[src/rtl/melody_pkg.sv]
package melody_pkg;

    localparam int NOTE_W     = 5;
    localparam int MELODY_LEN = 11;
    localparam int IDX_W      = $clog2(MELODY_LEN);

    localparam logic [NOTE_W-1:0] NOTE_SILENT = 5'b00000;
    localparam logic [NOTE_W-1:0] NOTE_B      = 5'b11100;
    localparam logic [NOTE_W-1:0] NOTE_A      = 5'b11010;
    localparam logic [NOTE_W-1:0] NOTE_F      = 5'b10110;
    localparam logic [NOTE_W-1:0] NOTE_C      = 5'b10001;
    localparam logic [NOTE_W-1:0] NOTE_E      = 5'b10101;

    localparam logic [7:0] SONG_PATTERN = 8'b00000001;

    typedef enum logic [1:0] {
        DUR_QUARTER = 2'b00,
        DUR_HALF    = 2'b01,
        DUR_WHOLE   = 2'b10
    } dur_class_e;

    typedef struct packed {
        logic [NOTE_W-1:0] code;
        dur_class_e        dur;
    } melody_entry_t;

    typedef enum logic [1:0] {
        S_IDLE = 2'b00,
        S_PLAY = 2'b01,
        S_DONE = 2'b10
    } seq_state_e;

endpackage

[src/rtl/melody_rom.sv]
module melody_rom
    import melody_pkg::*;
(
    input  logic [IDX_W-1:0] idx,
    output melody_entry_t    entry
);

    always_comb begin
        unique case (idx)
            4'd0:    entry = '{code: NOTE_B, dur: DUR_QUARTER};
            4'd1:    entry = '{code: NOTE_A, dur: DUR_QUARTER};
            4'd2:    entry = '{code: NOTE_F, dur: DUR_QUARTER};
            4'd3:    entry = '{code: NOTE_C, dur: DUR_HALF};
            4'd4:    entry = '{code: NOTE_B, dur: DUR_QUARTER};
            4'd5:    entry = '{code: NOTE_A, dur: DUR_QUARTER};
            4'd6:    entry = '{code: NOTE_F, dur: DUR_QUARTER};
            4'd7:    entry = '{code: NOTE_C, dur: DUR_HALF};
            4'd8:    entry = '{code: NOTE_C, dur: DUR_QUARTER};
            4'd9:    entry = '{code: NOTE_E, dur: DUR_QUARTER};
            4'd10:   entry = '{code: NOTE_F, dur: DUR_WHOLE};
            default: entry = '{code: NOTE_SILENT, dur: DUR_QUARTER};
        endcase
    end

endmodule

[src/rtl/note_timer.sv]
module note_timer #(
    parameter int CNT_W = 27
) (
    input  logic             clk,
    input  logic             rst_n,
    input  logic             run,
    input  logic [CNT_W-1:0] last_cnt,
    output logic             expire
);

    logic [CNT_W-1:0] cnt_q;

    assign expire = run && (cnt_q == last_cnt);

    always_ff @(posedge clk or negedge rst_n) begin
        if (!rst_n) begin
            cnt_q <= '0;
        end else if (!run || expire) begin
            cnt_q <= '0;
        end else begin
            cnt_q <= cnt_q + 1'b1;
        end
    end

    assert_cnt_in_range_R3: assert property (@(posedge clk) disable iff (!rst_n)
        run |-> (cnt_q <= last_cnt));

    assert_idle_counter_zero_R4: assert property (@(posedge clk) disable iff (!rst_n)
        !run |=> (cnt_q == '0));

endmodule

[src/rtl/melody_sequencer.sv]
module melody_sequencer
    import melody_pkg::*;
#(
    parameter int CNT_W       = 27,
    parameter int QUARTER_CYC = 25_000_000,
    parameter int HALF_CYC    = 50_000_000,
    parameter int WHOLE_CYC   = 100_000_000
) (
    input  logic              clk,
    input  logic              rst_n,
    input  logic [7:0]        sw_bank,
    output logic [NOTE_W-1:0] note_code,
    output logic              busy
);

    localparam logic [CNT_W-1:0] Q_LAST = CNT_W'(QUARTER_CYC - 1);
    localparam logic [CNT_W-1:0] H_LAST = CNT_W'(HALF_CYC - 1);
    localparam logic [CNT_W-1:0] W_LAST = CNT_W'(WHOLE_CYC - 1);
    localparam logic [IDX_W-1:0] LAST_IDX = IDX_W'(MELODY_LEN - 1);

    seq_state_e       state_q, state_d;
    logic [IDX_W-1:0] idx_q, idx_d;
    melody_entry_t    cur;
    logic [CNT_W-1:0] last_cnt;
    logic             song_sel;
    logic             note_end;
    logic             playing;

    assign song_sel = (sw_bank == SONG_PATTERN);
    assign playing  = (state_q == S_PLAY);

    melody_rom u_rom (
        .idx   (idx_q),
        .entry (cur)
    );

    always_comb begin
        unique case (cur.dur)
            DUR_QUARTER: last_cnt = Q_LAST;
            DUR_HALF:    last_cnt = H_LAST;
            DUR_WHOLE:   last_cnt = W_LAST;
            default:     last_cnt = Q_LAST;
        endcase
    end

    note_timer #(.CNT_W(CNT_W)) u_timer (
        .clk      (clk),
        .rst_n    (rst_n),
        .run      (playing),
        .last_cnt (last_cnt),
        .expire   (note_end)
    );

    // Next-state logic
    always_comb begin
        state_d = state_q;
        idx_d   = idx_q;
        unique case (state_q)
            S_IDLE: begin
                idx_d = '0;
                if (song_sel) state_d = S_PLAY;            // go
            end
            S_PLAY: begin
                if (!song_sel) begin
                    state_d = S_IDLE;                      // abort
                    idx_d   = '0;
                end else if (note_end) begin
                    if (idx_q == LAST_IDX) begin
                        state_d = S_DONE;                  // finish
                        idx_d   = '0;
                    end else begin
                        idx_d = idx_q + 1'b1;              // step
                    end
                end
            end
            S_DONE: begin
                idx_d = '0;
                if (!song_sel) state_d = S_IDLE;           // release
            end
            default: begin
                state_d = S_IDLE;
                idx_d   = '0;
            end
        endcase
    end

    // State register
    always_ff @(posedge clk or negedge rst_n) begin
        if (!rst_n) begin
            state_q <= S_IDLE;
            idx_q   <= '0;
        end else begin
            state_q <= state_d;
            idx_q   <= idx_d;
        end
    end

    // Outputs
    always_comb begin
        note_code = NOTE_SILENT;
        busy      = 1'b0;
        unique case (state_q)
            S_PLAY: begin
                note_code = cur.code;
                busy      = 1'b1;
            end
            S_IDLE, S_DONE: begin
                note_code = NOTE_SILENT;
                busy      = 1'b0;
            end
            default: begin
                note_code = NOTE_SILENT;
                busy      = 1'b0;
            end
        endcase
    end

    assert_busy_has_note_R8: assert property (@(posedge clk) disable iff (!rst_n)
        busy |-> (note_code != NOTE_SILENT));

    assert_stop_on_exit_R6: assert property (@(posedge clk) disable iff (!rst_n)
        !song_sel |=> (!busy && note_code == NOTE_SILENT));

    assert_hold_note_R4: assert property (@(posedge clk) disable iff (!rst_n)
        (busy && song_sel && !note_end) |=> (busy && $stable(note_code)));

    assert_index_bound_R2: assert property (@(posedge clk) disable iff (!rst_n)
        idx_q <= LAST_IDX);

    assert_done_quiet_R5: assert property (@(posedge clk) disable iff (!rst_n)
        (busy && song_sel && note_end && idx_q == LAST_IDX) |=> (!busy && note_code == NOTE_SILENT));

endmodule

[config.mk]
export PLATFORM = sky130hd
export DESIGN_NAME = melody_sequencer
export DESIGN_NICKNAME = d
export VERILOG_FILES = /design/src/rtl/melody_pkg.sv /design/src/rtl/melody_rom.sv /design/src/rtl/note_timer.sv /design/src/rtl/melody_sequencer.sv
export SDC_FILE = /design/constraint.sdc
export NUM_CORES = 1
export LEC_CHECK = 0
export BUFFER_PORTS_ARGS = -buffer_cell sky130_fd_sc_hd__buf_2
export CAP_MARGIN = 10
export CORE_MARGIN = 2
export CORE_UTILIZATION = 55
export CTS_CLUSTER_SIZE = 40
export DETAILED_ROUTE_END_ITERATION = 8
export PLACE_DENSITY = 0.76
export SETUP_SLACK_MARGIN = 0.05
export SLEW_MARGIN = 0
export SYNTH_ARGS = -nofsm -noshare
export SYNTH_HDL_FRONTEND = slang
export SYNTH_HIERARCHICAL = 1
export SYNTH_SLANG_ARGS = --single-unit
[constraint.sdc]
create_clock -name clk -period 3.2 [get_ports clk]
set_input_delay 0.16 -clock clk [delete_from_list [all_inputs] [get_ports clk]]
set_output_delay 0.16 -clock clk [all_outputs]
set_load 0.03 [all_outputs]
* Yosys cells after proc, flatten, opt, wreduce, memory -nomap -nowiden
Memories as Yosys holds them, arrays and structs flattened. Index checks and enable logic that the tools add are counted. Widths: inputs -> output; s select.
Storage, ports and cells: bits in registers 33, latch bits 0, memory bits (writable) 0, ROM bits 112, input port bits 10, output and inout bits 6, logic and storage cells 36, memories kept 1
Cells by class: add/sub/neg operators 2, multiply operators 0, div/mod/pow operators 0, $lt $le $gt $ge 0, equal/unequal tests 11, shift-type cells 0, multiplexer cells 14, bitwise gates (word level) 0, reduce and logical (&&, ||, !) cells 5
Memories:
- (name not given) | depth 16, width 7, read ports 1, clocked after memory_dff 0, wr ports 0, RTL line melody_rom.sv:9 | unique case (idx)
Operators with widths (number):
- $pmux 27 s2 | 1
- $add 27x1->27 const B | 1
- $eq 27x27->1 | 1
- $mux 27 | 1
- $mux 4 | 4
- $mux 2 | 5
- $eq 8x1->1 const B | 1
- $ne 3x3->1 const B | 2
- $pmux 2 s3 | 1
- $mux 5 | 1
- $add 4x1->4 const B | 1
- $eq 2x1->1 const B | 2
- $eq 2x2->1 const B | 2
- $eq 4x4->1 const B | 1
- $ne 2x2->1 const B | 2
- $reduce_and 4->1 | 1
- $logic_not 2->1 | 1
- $logic_and 1x1->1 | 1
- $logic_not 1->1 | 1
- $logic_or 1x1->1 | 1
- $mux 1 | 1

* Logic depth before layout (Yosys ltp)
Gate-level depths: netlist of run 1. An unclocked memory read counts as a cell.
word-level depth 8, gate-level depth with buffers 16

* By module
The synthesis of run 1 kept the hierarchy.
By module, submodules not included:
- note_timer | instances 1, cells an instance 183, area an instance 1843.0 um2, sequential area each 675.6 um2
- melody_sequencer | instances 1, cells an instance 54, area an instance 501.7 um2, sequential area each 150.1 um2
- melody_rom | instances 1, cells an instance 13, area an instance 91.3 um2, sequential area each 0.0 um2

* Worst setup path after synthesis of run 1
OpenSTA, ideal clock, no wires.
path type register -> register, from register idx_q[1], to register idx_q[2], setup time 78 ps, data arrival time 3048 ps, required time 3122 ps, path slack 74 ps, cell stages (with the launch flop) 15, clock period less this slack 3126 ps, cell sequence dfrtp_1 > ha_1 > nor2b_2 > inv_1 > ha_1 > inv_1 > xnor2_1 > nand4_1 > nor4_4 > buf_2 > and3_1 > buf_4 > nand2_1 > a211o_1 > a21oi_1
RTL lines:
- start, declared | RTL line melody_sequencer.sv:22 | logic [IDX_W-1:0] idx_q, idx_d;
- start signal, assigned | RTL line melody_sequencer.sv:94 | idx_q <= idx_d;

==> results.yml, run 1 <==
run_status:
  outcome: "complete, no violations"
routing:
  dr.pass1.iters: 4
  top_layer: "met4"
  wl_per_cell_um: 16.5
  vias: 1949
  vias_per_cell: 5.94
  ant_nets: 0
  wl_met2_mm: 2.52
  wl_met3_um: 212
  routed_wirelength_mm: 5.41
  wl_met1_mm: 2.59
  drtIter0Drc: 125
  post-route-drc-count: 0
layout:
  n_antenna_cell: 0
  final_util_pct: 62.3
  drive_gt1_share_pct: 16.3
  synthToLayoutAreaGrowth_pct: 10.6
  design_area_sq_mm: 0.00270
  nets: 294
clocking:
  postCtsSetupBuffers: 0
  root_buffer: "clkbuf_8"
  clock_sinks: 33
  cts_tree: "yes"
  path_clk_slew_ns: 0.07
  cts_max_level: 2
  numCtsBuffers: 5
  insertion_delay_ns: 0.29
  clock_path_buffers: 2
setup_path:
  slowest_stage: "dfrtp_1"
  critPathTopFamily: "simple AND/OR/NAND/NOR gates"
  path_cells: "ha_1 > nor2b_2 > inv_1 > ha_1 > inv_1 > xnor2_1 > nand4_1 > nor4_4 > and3_2 > nand2_1 > a211o_1 > a21oi_1"
  critPathBufInv: 2
  cp.arrival_ns: 3.15
  crit_path_max_incr_delay_ns: 0.45
  start_kind: "flip-flop"
  path_max_fanout: 9
  r2r_slack_ns: 0.26
  worstSetupPathType: "reg -> reg"
  r2r_end: "idx_q[2]"
  reg2regPathDepth: 12
  required_ns: 3.42
  r2r-start: "idx_q[0]"
  cp-end-kind: "flip-flop"
placed_design:
  dp_hpwl_mm: 3.73
  place.gp.congestion: 0.856
  port_buffers: 15
  dp_slack_ns: 0.121
  placed_cell_area_sq_mm: 0.00257
timing:
  rsz0062_at_grt: "no"
  worstMarginPinSlew_ns: 0.763
  fin_setup_tns_ns: 0
  hold_viol: 0
  finalMaxSlewViolations: 0
  final.setup_skew_ns: 0.00510
  fin_crit_ns: 2.94
  worst_slack_ns: 0.264
  setup_viol: 0
  period_share_pct: 91.7
  relSlewSlack_pct: 49.1
  fmax_mhz: 341
grt:
  grt_max_degree: 34
  grt.overflow.total: 0
  antenna_found_initial: 0
  first_global_vias: 1938
  grt_pass1_wl_mm: 9.31
  grt.total_usage_pct: 23.6
worst_hold_path:
  hp-start: "sw_bank[6]"
  hold_end: "state_q[1]"
  min_path_type: "in -> reg"
  whs_path_depth: 4
synth:
  synthesis.area_sq_mm: 0.00244
  synthDistinctLibCells: 51
  ys_seq_area_share_pct: 33.9
  yosysMostFrequentCell: "xnor2_1"
  synth_area_per_cell_sq_um: 9.74
  synth_seq_cells: 33
  synth_warnings: 6
  synth_top_area_cell: "dfrtp_1"
  synthFlopType: "dfrtp_1"
  synth_async_sr_flop_share_pct: 100
  synth_common_cells: "34 x xnor2_1, 33 x dfrtp_1, 16 x a211oi_1, 14 x nand3_1, 13 x nand4_1"
  synth_area_leaders: "dfrtp_1 34%, xnor2_1 12%, a211oi_1 4.9%"
  yosysTopAreaCellShare_pct: 33.9
  synth_edf_count: 0
  syn_inst: 250
floorplan:
  initial_core_util_pct: 56.3
  core_region_area_sq_mm: 0.00432
  io_pins: 16
  fp.dieH_um: 70.6
  die_area_sq_mm: 0.00498
  die_w_um: 70.6
  fp-row-count: 24
pwr:
  peakVddDrop_mv: 0.226
  power_leakage_nw: 0.957
  p_per_area_mw_per_mm2: 321
job:
  cap_violations: 0
==> stage by stage <==
stage	total power, W	std cells	hold slack (ns)
floorplan	0.000441	262	-0.136
global placement	0.000459	319	0.271
detailed placement	0.000460	319	0.281
CTS	0.000876	328	0.131
global route	0.000888	328	0.163
finish	0.000866	328	0.138
==> layout make-up <==
cell class              count  area [sq um]
repair buffers             19           108
fillers                   379          1630
clock buffers               7          86.3
well taps                  52          65.1
clock inverters             1          30.0
flip-flops and latches     33           827
multi-input cells         206          1540
inverters                  10          37.5
==> worst min-delay path, cell delays in order <==
cell and delay (ns):
buf_2 0.10, nor4_4 0.04, nand2_2 0.06, a21oi_1 0.04
==> cell usage in the layout (no fill, tap or decap), types with 5 or more instances in the layout <==
cell type / count
a211oi_1: 16
a21oi_1: 5
a221oi_1: 8
and2_1: 7
buf_2: 15
clkbuf_8: 6
conb_1: 14
dfrtp_1: 32
ha_1: 9
inv_1: 9
nand2_1: 11
nand3_1: 14
nand4_1: 13
o21ai_0: 10
o31ai_1: 5
or3_1: 6
xnor2_1: 34
xor2_1: 7
==> what timing repair did <==
action | 4_1_cts | 5_1_grt
gates resized for setup | 0 | 2
endpoints found under the hold margin | 33 | 0
setup endpoints to repair | 0 | 2
hold buffers | 1 | 0
==> flip-flops by register name (all words and copies together), names as in the netlist <==
signal and cells:
state_q 2, idx_q 4, u_timer/cnt_q 27
==> how the worst max path moves through the flow <==
stage / from / to / slack [ns] / depth (start not counted)
CTS: idx_q[1] / idx_q[2] / 0.1 / 12
global route: idx_q[0] / idx_q[2] / 0.05 / 13
floorplan: idx_q[1] / idx_q[2] / 0.07 / 14
finish: idx_q[0] / idx_q[2] / 0.26 / 12
global placement: idx_q[1] / idx_q[2] / 0.31 / 12
detailed placement: idx_q[1] / idx_q[2] / 0.12 / 12
==> per-layer routing <==
layer  vias up  global-route usage (%)
li1        962                       -
met1       942                    32.8
met2        33                    37.1
met3        12                    5.27
met4         0                    7.76
met5         -                       0
==> report_power, final <==
group          total (W)  internal (W)  switching, W
registers       0.000417      0.000417   0.000000126
clock network   0.000413      0.000254      0.000160
logic          0.0000350     0.0000134     0.0000216
total           0.000866      0.000684      0.000181
==> logic make-up after synthesis <==
family / after synthesis / synth area share (%)
compound gates: 52 / 16.1
xor+xnor: 41 / 14.7
buf+inv: 23 / 4.72
flops: 33 / 33.9
fa+ha+maj: 9 / 4.62
other cells: 2 / 0.308
simple gates: 90 / 25.6
Power figures use the tool's default switching activity.
==> inputs of run 2 (changes only) <==
--- a/config.mk
+++ b/config.mk
@@ -5,13 +5,14 @@
 export SDC_FILE = /design/constraint.sdc
 export NUM_CORES = 1
 export LEC_CHECK = 0
-export BUFFER_PORTS_ARGS = -buffer_cell sky130_fd_sc_hd__buf_2
-export CAP_MARGIN = 10
+export CAP_MARGIN = 25
 export CORE_MARGIN = 2
-export CORE_UTILIZATION = 55
+export CORE_UTILIZATION = 58
 export CTS_CLUSTER_SIZE = 40
 export DETAILED_ROUTE_END_ITERATION = 8
+export DONT_BUFFER_PORTS = 1
 export PLACE_DENSITY = 0.76
+export REMOVE_ABC_BUFFERS = 1
 export SETUP_SLACK_MARGIN = 0.05
 export SLEW_MARGIN = 0
 export SYNTH_ARGS = -nofsm -noshare
==> run 2 against run 1 <==
Sequential share of layout area up 0.95 points. Via count shrank 2.4%. Register-to-register slack better by 0.08 ns. Critical path type unchanged. Largest power group unchanged.
==> results.yml, run 2 (synthesis results as in run 1) <==
layout:
  nets: 280
  final_util_pct: 64.9
  largest-register: "u_timer/cnt_q"
  most-common-layout-cells: "34 x xnor2_1, 32 x dfrtp_1, 16 x a211oi_1"
  n_antenna_cell: 0
  largest_reg_flops: 27
  synthToLayoutAreaGrowth_pct: 7.29
  reg_top3: "u_timer/cnt_q: 27 flops, idx_q: 4 flops, state_q: 2 flops"
  drive_gt1_share_pct: 11.5
  final_common_cell: "xnor2_1"
  fill_cells: 333
  design_area_sq_mm: 0.00261
clocking:
  postCtsSetupBuffers: 0
  clock_sinks: 33
  cts_tree: "yes"
  clock_path_buffers: 2
  cts_max_level: 2
  path_clk_slew_ns: 0.06
  insertion_delay_ns: 0.28
  numCtsBuffers: 5
  root_buffer: "clkbuf_8"
worst_hold_path:
  whs_path_depth: 3
  min_path_type: "in -> reg"
  hold_end: "state_q[1]"
  hp-start: "sw_bank[6]"
grt:
  grt_max_degree: 34
  grt.overflow.total: 0
  grt_pass1_wl_mm: 8.52
  first_global_vias: 1799
  grt.total_usage_pct: 24.5
  antenna_found_initial: 0
routing:
  top_layer: "met4"
  wl_met1_mm: 2.31
  vias: 1902
  dr.pass1.iters: 4
  wl_met2_mm: 2.46
  routed_wirelength_mm: 5.07
  drtIter0Drc: 190
  wl_per_cell_um: 16.3
  wl_met3_um: 218
  vias_per_cell: 6.12
  ant_nets: 0
  post-route-drc-count: 0
setup_path:
  crit_path_max_incr_delay_ns: 0.44
  cp-end-kind: "flip-flop"
  path_max_fanout: 9
  cp.arrival_ns: 3.07
  r2r-start: "idx_q[0]"
  required_ns: 3.41
  slowest_stage: "dfrtp_1"
  r2r_end: "idx_q[2]"
  reg2regPathDepth: 12
  worstSetupPathType: "reg -> reg"
  path_cells: "ha_1 > nor2b_2 > inv_1 > ha_1 > inv_1 > xnor2_1 > nand4_1 > nor4_4 > and3_2 > nand2_1 > a211o_1 > a21oi_1"
  start_kind: "flip-flop"
  r2r_slack_ns: 0.34
pwr:
  power_leakage_nw: 0.900
  peakVddDrop_mv: 0.243
  p_per_area_mw_per_mm2: 291
floorplan:
  die_w_um: 68.8
  io_pins: 16
  die_area_sq_mm: 0.00473
  fp-row-count: 23
  initial_core_util_pct: 60.5
  fp.dieH_um: 68.8
  core_region_area_sq_mm: 0.00403
placed_design:
  placed_cell_area_sq_mm: 0.00249
  dp_hpwl_mm: 3.51
  port_buffers: 0
  place.gp.congestion: 0.827
timing:
  hold_viol: 0
  finalMaxSlewViolations: 0
  setup_viol: 0
  rsz0062_at_grt: "no"
  period_share_pct: 89.3
  fin_crit_ns: 2.86
  final.setup_skew_ns: 0.00619
  relSlewSlack_pct: 44.7
  fmax_mhz: 350
  worstMarginPinSlew_ns: 0.825
run_status:
  outcome: "complete, no violations"
job:
  cap_violations: 0
[run 2: report_power, final]
part,internal (W),switching (W)
combinational,0.0000120,0.0000182
sequential,0.000417,0.000000127
clock,0.000170,0.000143
[run 2: final cells by class]
| type | instances | area [sq um] | share of cell area (%) |
|---|---|---|---|
| multi-input combinational | 206 | 1550 | 59.2 |
| sequential | 33 | 827 | 31.6 |
| clock buffer | 7 | 86.3 | 3.30 |
| tap | 50 | 62.6 | 2.39 |
| timing repair buffer | 5 | 52.6 | 2.01 |
| inverter | 10 | 37.5 | 1.44 |
[run 2: worst max-delay path: cells and delay by family, from the launching register on]
family / cells / cell delay, ns
fa+ha+maj: 2 / 0.52
buf+inv: 2 / 0.23
flops: 1 / 0.44
simple gates: 5 / 1.07
compound gates: 2 / 0.39
xor+xnor: 1 / 0.13
[run 2: what timing repair did]
item / CTS / global route
hold endpoints to repair: 33 / 0
setup endpoints to repair: 0 / 2
resized for setup: 0 / 2
hold buffers: 2 / 0
[run 2: metal layers]
metal | vias to the layer above | GRT usage, %
met5 | - | 0
met4 | 0 | 8.82
met3 | 9 | 4.71
met2 | 39 | 38.1
met1 | 920 | 33.8
li1 | 934 | -
[run 2: worst max-delay path by stage]
| stage | from | endpoint | cells past startpoint |
|---|---|---|---|
| 2_1_floorplan | idx_q[1] | idx_q[2] | 12 |
| 3_3_place_gp | idx_q[1] | idx_q[2] | 12 |
| 3_5_place_dp | idx_q[1] | idx_q[2] | 12 |
| 4_1_cts | idx_q[1] | idx_q[2] | 12 |
| 5_1_grt | idx_q[0] | idx_q[2] | 12 |
| 6_report | idx_q[0] | idx_q[2] | 12 |
[run 2: stage by stage]
| stage | power, W | worst slack (ns) | std cells | TNS [ns] | hold slack (ns) |
|---|---|---|---|---|---|
| after floorplan | 0.000441 | -0.239 | 249 | -0.433 | -0.136 |
| after global placement | 0.000444 | 0.304 | 302 | 0 | -0.135 |
| after detailed placement | 0.000443 | 0.175 | 302 | 0 | -0.135 |
| after CTS | 0.000774 | 0.164 | 311 | 0 | 0.0246 |
| after global routing | 0.000794 | 0.126 | 311 | 0 | 0.0416 |
| final | 0.000762 | 0.342 | 311 | 0 | 0.0332 |
